<file path="src/rtl/irq_agg_pkg.sv">
package irq_agg_pkg;
  localparam int NUM_SRC   = 10;
  localparam int NUM_GRP   = 6;
  localparam int STAT_W    = NUM_SRC + 1;
  localparam int TICK_BIT  = NUM_SRC;
  localparam int MASK_W    = 2 + NUM_GRP;
  localparam int GEN_BIT   = 0;
  localparam int MODE_BIT  = 1;
  localparam int GRP_LSB   = 2;

  typedef enum logic [1:0] {
    RSEL_MASK = 2'd0,
    RSEL_PEND = 2'd1,
    RSEL_PRE  = 2'd2,
    RSEL_TERM = 2'd3
  } rsel_e;

  function automatic int grp_of(input int b);
    if (b < 4)       return 0;
    else if (b < 7)  return 1;
    else if (b == 7) return 2;
    else if (b == 8) return 3;
    else if (b == 9) return 4;
    else             return 5;
  endfunction
endpackage

</file>
<file path="src/rtl/irq_agg_regs.sv">
module irq_agg_regs
  import irq_agg_pkg::*;
#(
  parameter int ADDR_W  = 4,
  parameter int DATA_W  = 16,
  parameter int PRE_W   = 4,
  parameter int PRE_MAX = 14,
  parameter int TERM_W  = 16
) (
  input  logic              clk,
  input  logic              rst,
  input  logic              bus_wr,
  input  logic              bus_rd,
  input  logic [ADDR_W-1:0] bus_addr,
  input  logic [DATA_W-1:0] bus_wdata,
  input  logic [STAT_W-1:0] pend_q,
  output logic [MASK_W-1:0] mask_q,
  output logic [STAT_W-1:0] pend_clr,
  output logic [PRE_W-1:0]  pre_n,
  output logic              pre_en,
  output logic [TERM_W-1:0] term_q,
  output logic [DATA_W-1:0] bus_rdata
);
  rsel_e             sel;
  logic [PRE_W-1:0]  n_wr;
  logic [DATA_W-1:0] rd_mux;
  logic              unused_addr;

  assign sel         = rsel_e'(bus_addr[3:2]);
  assign n_wr        = bus_wdata[PRE_W-1:0];
  assign unused_addr = ^bus_addr[1:0];
  assign pend_clr    = (bus_wr && sel == RSEL_PEND) ? bus_wdata[STAT_W-1:0] : '0;

  always_ff @(posedge clk) begin
    if (rst) begin
      mask_q <= '0;
      pre_n  <= '0;
      pre_en <= 1'b0;
      term_q <= '0;
    end else if (bus_wr) begin
      case (sel)
        RSEL_MASK: mask_q <= bus_wdata[MASK_W-1:0];
        RSEL_PRE: begin
          pre_n  <= (n_wr > PRE_W'(PRE_MAX)) ? PRE_W'(PRE_MAX) : n_wr;
          pre_en <= bus_wdata[PRE_W];
        end
        RSEL_TERM: term_q <= bus_wdata[TERM_W-1:0];
        default: ;
      endcase
    end
  end

  always_comb begin
    case (sel)
      RSEL_MASK: rd_mux = DATA_W'(mask_q);
      RSEL_PEND: rd_mux = DATA_W'(pend_q);
      RSEL_PRE:  rd_mux = DATA_W'({pre_en, pre_n});
      default:   rd_mux = DATA_W'(term_q);
    endcase
  end

  always_ff @(posedge clk) begin
    if (rst)         bus_rdata <= '0;
    else if (bus_rd) bus_rdata <= rd_mux;
  end
endmodule

</file>
<file path="src/rtl/irq_agg_pend.sv">
module irq_agg_pend
  import irq_agg_pkg::*;
(
  input  logic               clk,
  input  logic               rst,
  input  logic [NUM_SRC-1:0] src_irq,
  input  logic               tick,
  input  logic [STAT_W-1:0]  pend_clr,
  output logic [STAT_W-1:0]  pend_q
);
  logic [STAT_W-1:0] set_vec;

  assign set_vec = {tick, src_irq};

  always_ff @(posedge clk) begin
    if (rst) pend_q <= '0;
    else     pend_q <= (pend_q & ~pend_clr) | set_vec;
  end
endmodule

</file>
<file path="src/rtl/irq_agg_timebase.sv">
module irq_agg_timebase #(
  parameter int PRE_W   = 4,
  parameter int PRE_MAX = 14,
  parameter int TERM_W  = 16
) (
  input  logic              clk,
  input  logic              rst,
  input  logic              pre_en,
  input  logic [PRE_W-1:0]  pre_n,
  input  logic [TERM_W-1:0] term_q,
  output logic              tick
);
  localparam int CNT_W = (PRE_MAX < 1) ? 1 : PRE_MAX;

  logic [CNT_W-1:0]  pcnt;
  logic [CNT_W-1:0]  pmask;
  logic              strobe;
  logic [TERM_W-1:0] tcnt;

  assign pmask  = CNT_W'((32'd1 << pre_n) - 32'd1);
  assign strobe = pre_en && ((pcnt & pmask) == pmask);

  always_ff @(posedge clk) begin
    if (rst || !pre_en) pcnt <= '0;
    else if (strobe)    pcnt <= '0;
    else                pcnt <= pcnt + 1'b1;
  end

  always_ff @(posedge clk) begin
    if (rst || !pre_en) begin
      tcnt <= '0;
      tick <= 1'b0;
    end else begin
      tick <= 1'b0;
      if (strobe) begin
        if (tcnt >= term_q) begin
          tcnt <= '0;
          tick <= 1'b1;
        end else begin
          tcnt <= tcnt + 1'b1;
        end
      end
    end
  end
endmodule

</file>
<file path="src/rtl/irq_agg_out.sv">
module irq_agg_out
  import irq_agg_pkg::*;
(
  input  logic              clk,
  input  logic              rst,
  input  logic [STAT_W-1:0] pend_q,
  input  logic [MASK_W-1:0] mask_q,
  output logic              cpu_irq
);
  logic [STAT_W-1:0] en_bits;
  logic              any_req;
  logic              any_prev;

  for (genvar b = 0; b < STAT_W; b++) begin : g_grp
    assign en_bits[b] = mask_q[GRP_LSB + grp_of(b)];
  end

  assign any_req = mask_q[GEN_BIT] && |(pend_q & en_bits);

  always_ff @(posedge clk) begin
    if (rst) begin
      any_prev <= 1'b0;
      cpu_irq  <= 1'b0;
    end else begin
      any_prev <= any_req;
      cpu_irq  <= mask_q[MODE_BIT] ? (any_req && !any_prev) : any_req;
    end
  end
endmodule

</file>
<file path="src/rtl/irq_agg.sv">
module irq_agg
  import irq_agg_pkg::*;
#(
  parameter int ADDR_W  = 4,
  parameter int DATA_W  = 16,
  parameter int PRE_W   = 4,
  parameter int PRE_MAX = 14,
  parameter int TERM_W  = 16
) (
  input  logic               clk,
  input  logic               rst,
  input  logic [NUM_SRC-1:0] src_irq,
  input  logic               bus_wr,
  input  logic               bus_rd,
  input  logic [ADDR_W-1:0]  bus_addr,
  input  logic [DATA_W-1:0]  bus_wdata,
  output logic [DATA_W-1:0]  bus_rdata,
  output logic               cpu_irq,
  output logic               tick_out
);
  logic [MASK_W-1:0] mask_q;
  logic [STAT_W-1:0] pend_q;
  logic [STAT_W-1:0] pend_clr;
  logic [PRE_W-1:0]  pre_n;
  logic              pre_en;
  logic [TERM_W-1:0] term_q;

  irq_agg_regs #(
    .ADDR_W(ADDR_W), .DATA_W(DATA_W), .PRE_W(PRE_W),
    .PRE_MAX(PRE_MAX), .TERM_W(TERM_W)
  ) u_regs (
    .clk(clk), .rst(rst), .bus_wr(bus_wr), .bus_rd(bus_rd),
    .bus_addr(bus_addr), .bus_wdata(bus_wdata), .pend_q(pend_q),
    .mask_q(mask_q), .pend_clr(pend_clr), .pre_n(pre_n),
    .pre_en(pre_en), .term_q(term_q), .bus_rdata(bus_rdata)
  );

  irq_agg_pend u_pend (
    .clk(clk), .rst(rst), .src_irq(src_irq), .tick(tick_out),
    .pend_clr(pend_clr), .pend_q(pend_q)
  );

  irq_agg_timebase #(
    .PRE_W(PRE_W), .PRE_MAX(PRE_MAX), .TERM_W(TERM_W)
  ) u_tb (
    .clk(clk), .rst(rst), .pre_en(pre_en), .pre_n(pre_n),
    .term_q(term_q), .tick(tick_out)
  );

  irq_agg_out u_out (
    .clk(clk), .rst(rst), .pend_q(pend_q), .mask_q(mask_q),
    .cpu_irq(cpu_irq)
  );
endmodule

</file>
<file path="config.mk">
export PLATFORM = sky130hd
export DESIGN_NAME = irq_agg
export DESIGN_NICKNAME = d
export VERILOG_FILES = /design/src/rtl/irq_agg_pkg.sv /design/src/rtl/irq_agg_regs.sv /design/src/rtl/irq_agg_pend.sv /design/src/rtl/irq_agg_timebase.sv /design/src/rtl/irq_agg_out.sv /design/src/rtl/irq_agg.sv
export SDC_FILE = /design/constraint.sdc
export NUM_CORES = 1
export LEC_CHECK = 0
export BUFFER_PORTS_ARGS = -buffer_cell sky130_fd_sc_hd__clkbuf_2
export CELL_PAD_IN_SITES_DETAIL_PLACEMENT = 1
export CELL_PAD_IN_SITES_GLOBAL_PLACEMENT = 1
export CORE_ASPECT_RATIO = 1.4
export CORE_UTILIZATION = 48
export CTS_CLUSTER_DIAMETER = 150
export DETAILED_ROUTE_END_ITERATION = 12
export PLACE_DENSITY = 0.95
export SETUP_SLACK_MARGIN = 0.5
export SKIP_LAST_GASP = 1
export SLEW_MARGIN = 0
export SYNTH_ARGS = -nofsm -noshare
export SYNTH_HDL_FRONTEND = slang
export SYNTH_HIERARCHICAL = 1
export SYNTH_SLANG_ARGS = --single-unit
</file>
<file path="constraint.sdc">
create_clock -name clk -period 5.3 [get_ports clk]
set_clock_uncertainty 0.2 [all_clocks]
set_input_delay 1.06 -clock clk [delete_from_list [all_inputs] [get_ports clk]]
set_output_delay 1.06 -clock clk [all_outputs]
set_load 0.01 [all_outputs]
</file>
==> impl_results.md, run 1 <==
- RSZ-0062 raised after global routing: false
- Final nets: 609
- Post-Place Cells: 652
- Critical Path Fanout Max: 14
- Leak: 2.01 nW
- Top cells by count, synth: dfxtp_1, nand2_1, nor2_1, a21oi_1, inv_1
- Die width: 84.7 um
- Clock transition at path regs: 0.07 ns
- Post-synthesis sequential area ratio: 38.8%
- Startpoint class of the critical path: flip-flop
- First-pass GRT wire length: 23.5 mm
- Setup crit start: u_regs/pre_n[2]
- Minimum clock period after layout: 3.84 ns
- Maximum clock insertion buffer count: 2
- Reg2Reg Setup Slack: 1.46 ns
- DIE HEIGHT: 118 um
- Leading area contributor after synthesis: dfxtp_1
- Via Count: 4,207
- Yosys cell types: 62
- Worst-Skew Late Latency: 0.35 ns
- Post-CTS Setup Inserts: 0
- GRT overflow: 0
- Post-synth top area share: 38.8%
- Worst EP arrival: 3.88 ns
- First-pass DRT Iterations: 5
- Port Buffers: 49
- CTS Hold Bufs: 0
- Post-synth top flop: dfxtp_1
- CP Class: flip-flop to flip-flop
- Synthesis-to-layout area growth: 11.2%
- Number of synthesized flops with an enable pin: 0
- Post-synthesis register bit count: 89
- Fin area: 0.00510 mm2
- Maximum clock frequency: 0.261 GHz
- Worst flop-to-flop path startpoint: u_regs/pre_n[2]
- DRT iter0 DRCs: 344
- Tcrit/Tclk final: 72.4%
- Total Routing Usage GR: 30.3%
- Core Footprint: 0.00913 mm2
- Synthesized Nets: 579
- Io pins: 52
- Slew Viols, Final: 0
- Max_cap viols: 0
- Synth warn: 6
- WL per Instance: 21.7 um
- CTS Buf Count: 9
- Clk root buf: clkbuf_16
- Syn Std Cell Area: 0.00459 mm2
- Cell Count, Final, Fillers Out: 668
- Final WS setup: 1.46 ns
- Worst-Margin Slew: 1.06 ns
- Ratio of cells with drive above 1 in the final layout: 16.0%
- Core Rows: 41
- DIE AREA: 0.00997 mm2
- Worst rel slew slack: 29.5%
- CTS tree: yes
- Final ANT Viol Nets: 0
- Synthesized area per cell: 8.73 um2
- Number of antenna violations at the first check in global routing: 0
- DRC errors left: 0
- Fin util: 55.9%
- DP Area: 0.00480 mm2
- Post-DR vias/cell: 6.30
- TNS Setup: 0 ns
- Total Power: 1.51 mW
- Hold Crit Class: flip-flop to flip-flop
- Pwr Density: 296 mW/mm2
- Antenna diodes: 0
- Setup Viol. Count Final: 0
- Ys async rst share: 0%
- Setup crit end kind: flip-flop
- Peak VDD IR: 226 uV
- Initial Utilization: 50.3%
- Top-count cell post-synth: dfxtp_1
- Worst hold slack: 0.274 ns
- Final Hold Vio Count: 0
- DRT Wirelength: 14.5 mm
- HPWL after DPL: 8.89 mm
- Fillcell total: 1,083
- Syn Inst Count: 526
- Worst hold start: u_regs/bus_rdata[13]
- GPL Wtd Cong: 0.870
- Post_cts resized: 0
- Pin count of the biggest net entering global routing: 60
- Outcome: finished clean
- Vias in the first global route: 4,564
- Synth top area cells: dfxtp_1, ha_1, nand2_1, mux2i_1, a21oi_1
- CTS Sinks: 89
- Req. time, crit path: 5.34 ns
- H-tree depth: 3
- Pre-CTS setup slack: 1.66 ns
layout by cell type, fill, tap and decap left out, types with 9 or more instances in the layout:
cell,count
a21oi_1,38
a21oi_2,10
a32o_1,10
and2_1,14
and3_1,10
clkbuf_16,9
clkbuf_2,49
dfxtp_1,89
ha_1,19
inv_1,31
mux2i_1,20
nand2_1,54
nand2b_1,21
nand3_1,21
nor2_1,42
nor3_1,11
o21ai_0,15
kinds of logic (layout without fill, tap and decap cells):
family / Yosys count / after routing / synth area share [%]
muxes: 28 / 28 / 7.96
buffers and inverters: 63 / 98 / 6.48
and+or+nand+nor: 214 / 214 / 24.4
AOI/OAI and AO/OA: 100 / 100 / 14.7
adders and majority gates: 19 / 19 / 5.18
DFF: 89 / 89 / 38.8
xor gates and xnor gates: 13 / 13 / 2.48
power by group:
group,switching [mW],total (mW),internal [mW]
sequential,0.0180,0.703,0.685
clock,0.281,0.661,0.380
combinational,0.0904,0.144,0.0537
total,0.390,1.51,1.12
area by class of cell:
class / count / area (um2) / area share [%]
multi-input combinational: 374 / 2510 / 49.2
sequential: 89 / 1780 / 34.9
timing repair buffer: 50 / 253 / 4.95
clock buffer: 10 / 239 / 4.68
tap: 107 / 134 / 2.62
inverter: 32 / 120 / 2.35
clock inverter: 6 / 65.1 / 1.27
sequential cells by signal, indices dropped and copies added (netlist names):
signal            cells
u_regs/bus_rdata     16
u_tb/pcnt            14
u_out/cpu_irq         1
u_regs/pre_n          4
u_out/any_prev        1
u_tb/tcnt            16
u_pend/pend_q        11
u_regs/term_q        16
u_regs/pre_en         1
u_regs/mask_q         8
u_tb/tick             1
critical path, stage by stage, from the launching register on:
cell	delay, ns
dfxtp_1	0.62
nor2_1	0.16
nand2_1	0.11
ha_1	0.30
nor4bb_1	0.12
a31oi_1	0.20
nor3_1	0.07
or4_4	0.50
nor3_1	0.85
o21ai_0	0.28
a32o_1	0.32
final timing paths:
kind / end / cells past startpoint
worst max-delay path: u_tb/tcnt[7] / 10
worst min-delay path: u_regs/bus_rdata[13] / 2
worst max register to register: u_tb/tcnt[7] / 10
worst min register to register: u_regs/bus_rdata[13] / 2
layer usage:
metal  GRT usage [%]  up-vias  share of wire [%]
met5               0        -                  0
li1                -     1901                  -
met1            33.3     2079                 39
met3            5.89       67                4.1
met4            19.0        0                5.0
met2            52.9      160                 52
Power figures use the tool's default switching activity.
==> run 2, diff against run 1 <==
ABC_AREA = 1   (was not set)
CORE_UTILIZATION = 43   (was 48)
PLACE_DENSITY = 0.92   (was 0.95)
clock period = 3.55 ns   (was 5.3 ns; I/O delays follow)
==> impl_results.md, run 2 <==
- Synthesized Nets: 755 (was 579)
- Startpoint class of the critical path: flip-flop (unchanged)
- Slew Viols, Final: 0 (unchanged)
- First-pass DRT Iterations: 4 (was 5)
- Post-DR vias/cell: 5.42 (was 6.30)
- Number of antenna violations at the first check in global routing: 0 (unchanged)
- Leak: 2.39 nW (was 2.01 nW)
- Pin count of the biggest net entering global routing: 31 (was 60)
- DP Area: 0.00531 mm2 (was 0.00480 mm2)
- Leading area contributor after synthesis: dfxtp_1 (unchanged)
- WL per Instance: 17.1 um (was 21.7 um)
- Maximum clock frequency: 0.373 GHz (was 0.261 GHz)
- Port Buffers: 49 (unchanged)
- CTS Hold Bufs: 0 (unchanged)
- Max_cap viols: 0 (unchanged)
- Post-Place Cells: 879 (was 652)
- Initial Utilization: 44.4% (was 50.3%)
- CP Class: flip-flop to flip-flop (unchanged)
- Pwr Density: 419 mW/mm2 (was 296 mW/mm2)
- CTS Buf Count: 9 (unchanged)
- GPL Wtd Cong: 0.850 (was 0.870)
- Yosys cell types: 40 (was 62)
- Multi-input gate area: 0.00262 mm2 (was 0.00251 mm2)
- Syn Inst Count: 702 (was 526)
- Synth top area cells: dfxtp_1, nand2_1, inv_1, nor2_1, a21oi_1 (was dfxtp_1, ha_1, nand2_1, mux2i_1, a21oi_1)
- Internal cell power: 1.68 mW (was 1.12 mW)
- Final WS setup: 0.870 ns (was 1.46 ns)
- DRT iter0 DRCs: 211 (was 344)
- DIE HEIGHT: 130 um (was 118 um)
- Worst-Margin Slew: 0.823 ns (was 1.06 ns)
- Top-count cell post-synth: nand2_1 (was dfxtp_1)
- Met2 WL: 8.24 mm (was 7.53 mm)
- Pre-CTS setup slack: 0.877 ns (was 1.66 ns)
- Setup Viol. Count Final: 0 (unchanged)
- Core Rows: 46 (was 41)
- Tcrit/Tclk final: 75.5% (was 72.4%)
- Storage cell area: 0.00178 mm2 (unchanged)
- CTS Sinks: 89 (unchanged)
- RSZ-0062 raised after global routing: false (unchanged)
- TNS Setup: 0 ns (unchanged)
- Fin area: 0.00562 mm2 (was 0.00510 mm2)
- Post-synthesis register bit count: 89 (unchanged)
- Final nets: 799 (was 609)
- Seq pwr share: 45.2% (was 46.6%)
- Setup crit end kind: flip-flop (unchanged)
- DRT Wirelength: 15.3 mm (was 14.5 mm)
- Worst EP arrival: 2.71 ns (was 3.88 ns)
- P_sw: 677 uW (was 390 uW)
- Synth warn: 6 (unchanged)
- H-tree depth: 3 (unchanged)
- Critical Path Fanout Max: 16 (was 14)
- Synthesis-to-layout area growth: 11.6% (was 11.2%)
- Worst rel slew slack: 45.1% (was 29.5%)
- Core Footprint: 0.0113 mm2 (was 0.00913 mm2)
- Clock Power Share: 42.2% (was 43.8%)
- Worst-Skew Late Latency: 0.36 ns (was 0.35 ns)
- Vias in the first global route: 5,283 (was 4,564)
- Via Count: 4,849 (was 4,207)
- GRT overflow: 0 (unchanged)
- Antenna diodes: 0 (unchanged)
- DIE AREA: 0.0121 mm2 (was 0.00997 mm2)
- Hold Crit Class: flip-flop to flip-flop (unchanged)
- Met1 wire length: 6.00 mm (was 5.64 mm)
- Clk root buf: clkbuf_16 (unchanged)
- Largest regs: u_regs/bus_rdata (16), u_regs/term_q (16), u_tb/tcnt (16) (unchanged)
- Io pins: 52 (unchanged)
- Ratio of cells with drive above 1 in the final layout: 18.6% (was 16.0%)
- Post_cts resized: 0 (unchanged)
- Most frequent cells in the layout: nand2_1, inv_1, dfxtp_1 (was dfxtp_1, nand2_1, clkbuf_2)
- Post-synth top flop: dfxtp_1 (unchanged)
- Post-synth top area share: 35.4% (was 38.8%)
- Req. time, crit path: 3.58 ns (was 5.34 ns)
- Final Hold Vio Count: 0 (unchanged)
- Post-synthesis sequential area ratio: 35.4% (was 38.8%)
- Most common cell after layout, fill and taps aside: nand2_1 (was dfxtp_1)
- Peak VDD IR: 302 uV (was 226 uV)
- HPWL after DPL: 10.5 mm (was 8.89 mm)
- Top sig layer: met4 (unchanged)
- Cell Count, Final, Fillers Out: 895 (was 668)
- Total Routing Usage GR: 26.8% (was 30.3%)
- Met3 routed WL: 425 um (was 596 um)
- Ys async rst share: 0% (unchanged)
- CTS tree: yes (unchanged)
- DRC errors left: 0 (unchanged)
- Minimum clock period after layout: 2.68 ns (was 3.84 ns)
- Syn Std Cell Area: 0.00503 mm2 (was 0.00459 mm2)
- Post-CTS Setup Inserts: 0 (unchanged)
- Number of synthesized flops with an enable pin: 0 (unchanged)
- Top cells by count, synth: nand2_1, inv_1, dfxtp_1, nor2_1, a21oi_1 (was dfxtp_1, nand2_1, nor2_1, a21oi_1, inv_1)
- Maximum clock insertion buffer count: 2 (unchanged)
- Outcome: finished clean (unchanged)
- Logic pwr share: 12.6% (was 9.6%)
- Fillcell total: 1,459 (was 1,083)
- Final ANT Viol Nets: 0 (unchanged)
- Synthesized area per cell: 7.16 um2 (was 8.73 um2)
- Clock transition at path regs: 0.07 ns (about the same)
- Switching share of power: 28.8% (was 25.8%)
- First-pass GRT wire length: 25.1 mm (was 23.5 mm)
- Die width: 93.4 um (was 84.7 um)
==> run 2: changes by cell type in the layout (fill, tap and decap cells not counted), moves of 15 or more <==
cell,before,now
inv_1,31,112
nand2_1,54,129
nor2_1,42,76
o21ai_0,15,42
nand2b_1,21,0
mux2i_1,20,0
nand2_2,0,19
a21oi_1,38,53
==> run 2: kinds of logic after synthesis <==
group | share of synthesized area, %
AND/OR/NAND/NOR | 27.5
buffers and inverters | 12.5
XOR/XNOR | 3.48
adder cells (fa/ha/maj) | 4.73
AO/OA/AOI/OAI | 16.4
flip-flops | 35.4
==> run 2: stage by stage <==
step,hold WS (ns),total power [mW],utilization [%]
final,0.263,2.35,49.5
after global routing,0.284,2.45,49.5
after CTS,0.269,2.37,49.5
after detailed placement,0.254,1.37,46.9
after global placement,0.239,1.35,46.9
after floorplan,0.230,1.28,-
==> run 2: final timing paths <==
path,startpoint,endpoint,slack [ns],depth (start not counted)
setup / recovery,u_regs/pre_n[3],u_tb/pcnt[13],0.87,12
hold / removal,u_tb/pcnt[0],u_tb/pcnt[0],0.26,1
setup reg to reg,u_regs/pre_n[3],u_tb/pcnt[13],0.87,12
hold reg to reg,u_tb/pcnt[0],u_tb/pcnt[0],0.26,1
==> run 2: final cells by class <==
type,instances,share of cell area (%)
timing repair buffer,53,4.90
tap,144,3.21
sequential,89,31.7
inverter,120,8.11
clock buffer,9,4.01
clock inverter,7,1.36
multi-input combinational,473,46.7
==> run 2: layer usage <==
layer	up-vias	track usage, %
li1	2323	-
met1	2362	28.1
met3	49	5.42
met4	0	14.2
met5	-	0
met2	115	49.7
==> run 2: power groups by stage <==
stage          logic [mW]  registers [mW]  clock network [mW]
2_1_floorplan       0.196            1.08                   0
3_3_place_gp        0.267            1.08                   0
3_5_place_dp        0.284            1.09                   0
4_1_cts             0.296            1.06                1.01
5_1_grt             0.327            1.07                1.05
6_report            0.298            1.06               0.993
==> run 2: critical path, stage by stage (launching register included) <==
cell and delay (ns):
dfxtp_1 0.42, nor2_2 0.22, nand2_1 0.11, ha_1 0.30, inv_1 0.04, nand2_1 0.06, nand3_1 0.07, nor2_1 0.14
nand3_2 0.14, nor3_4 0.16, nand3_4 0.27, nand2_2 0.34, a21oi_1 0.08
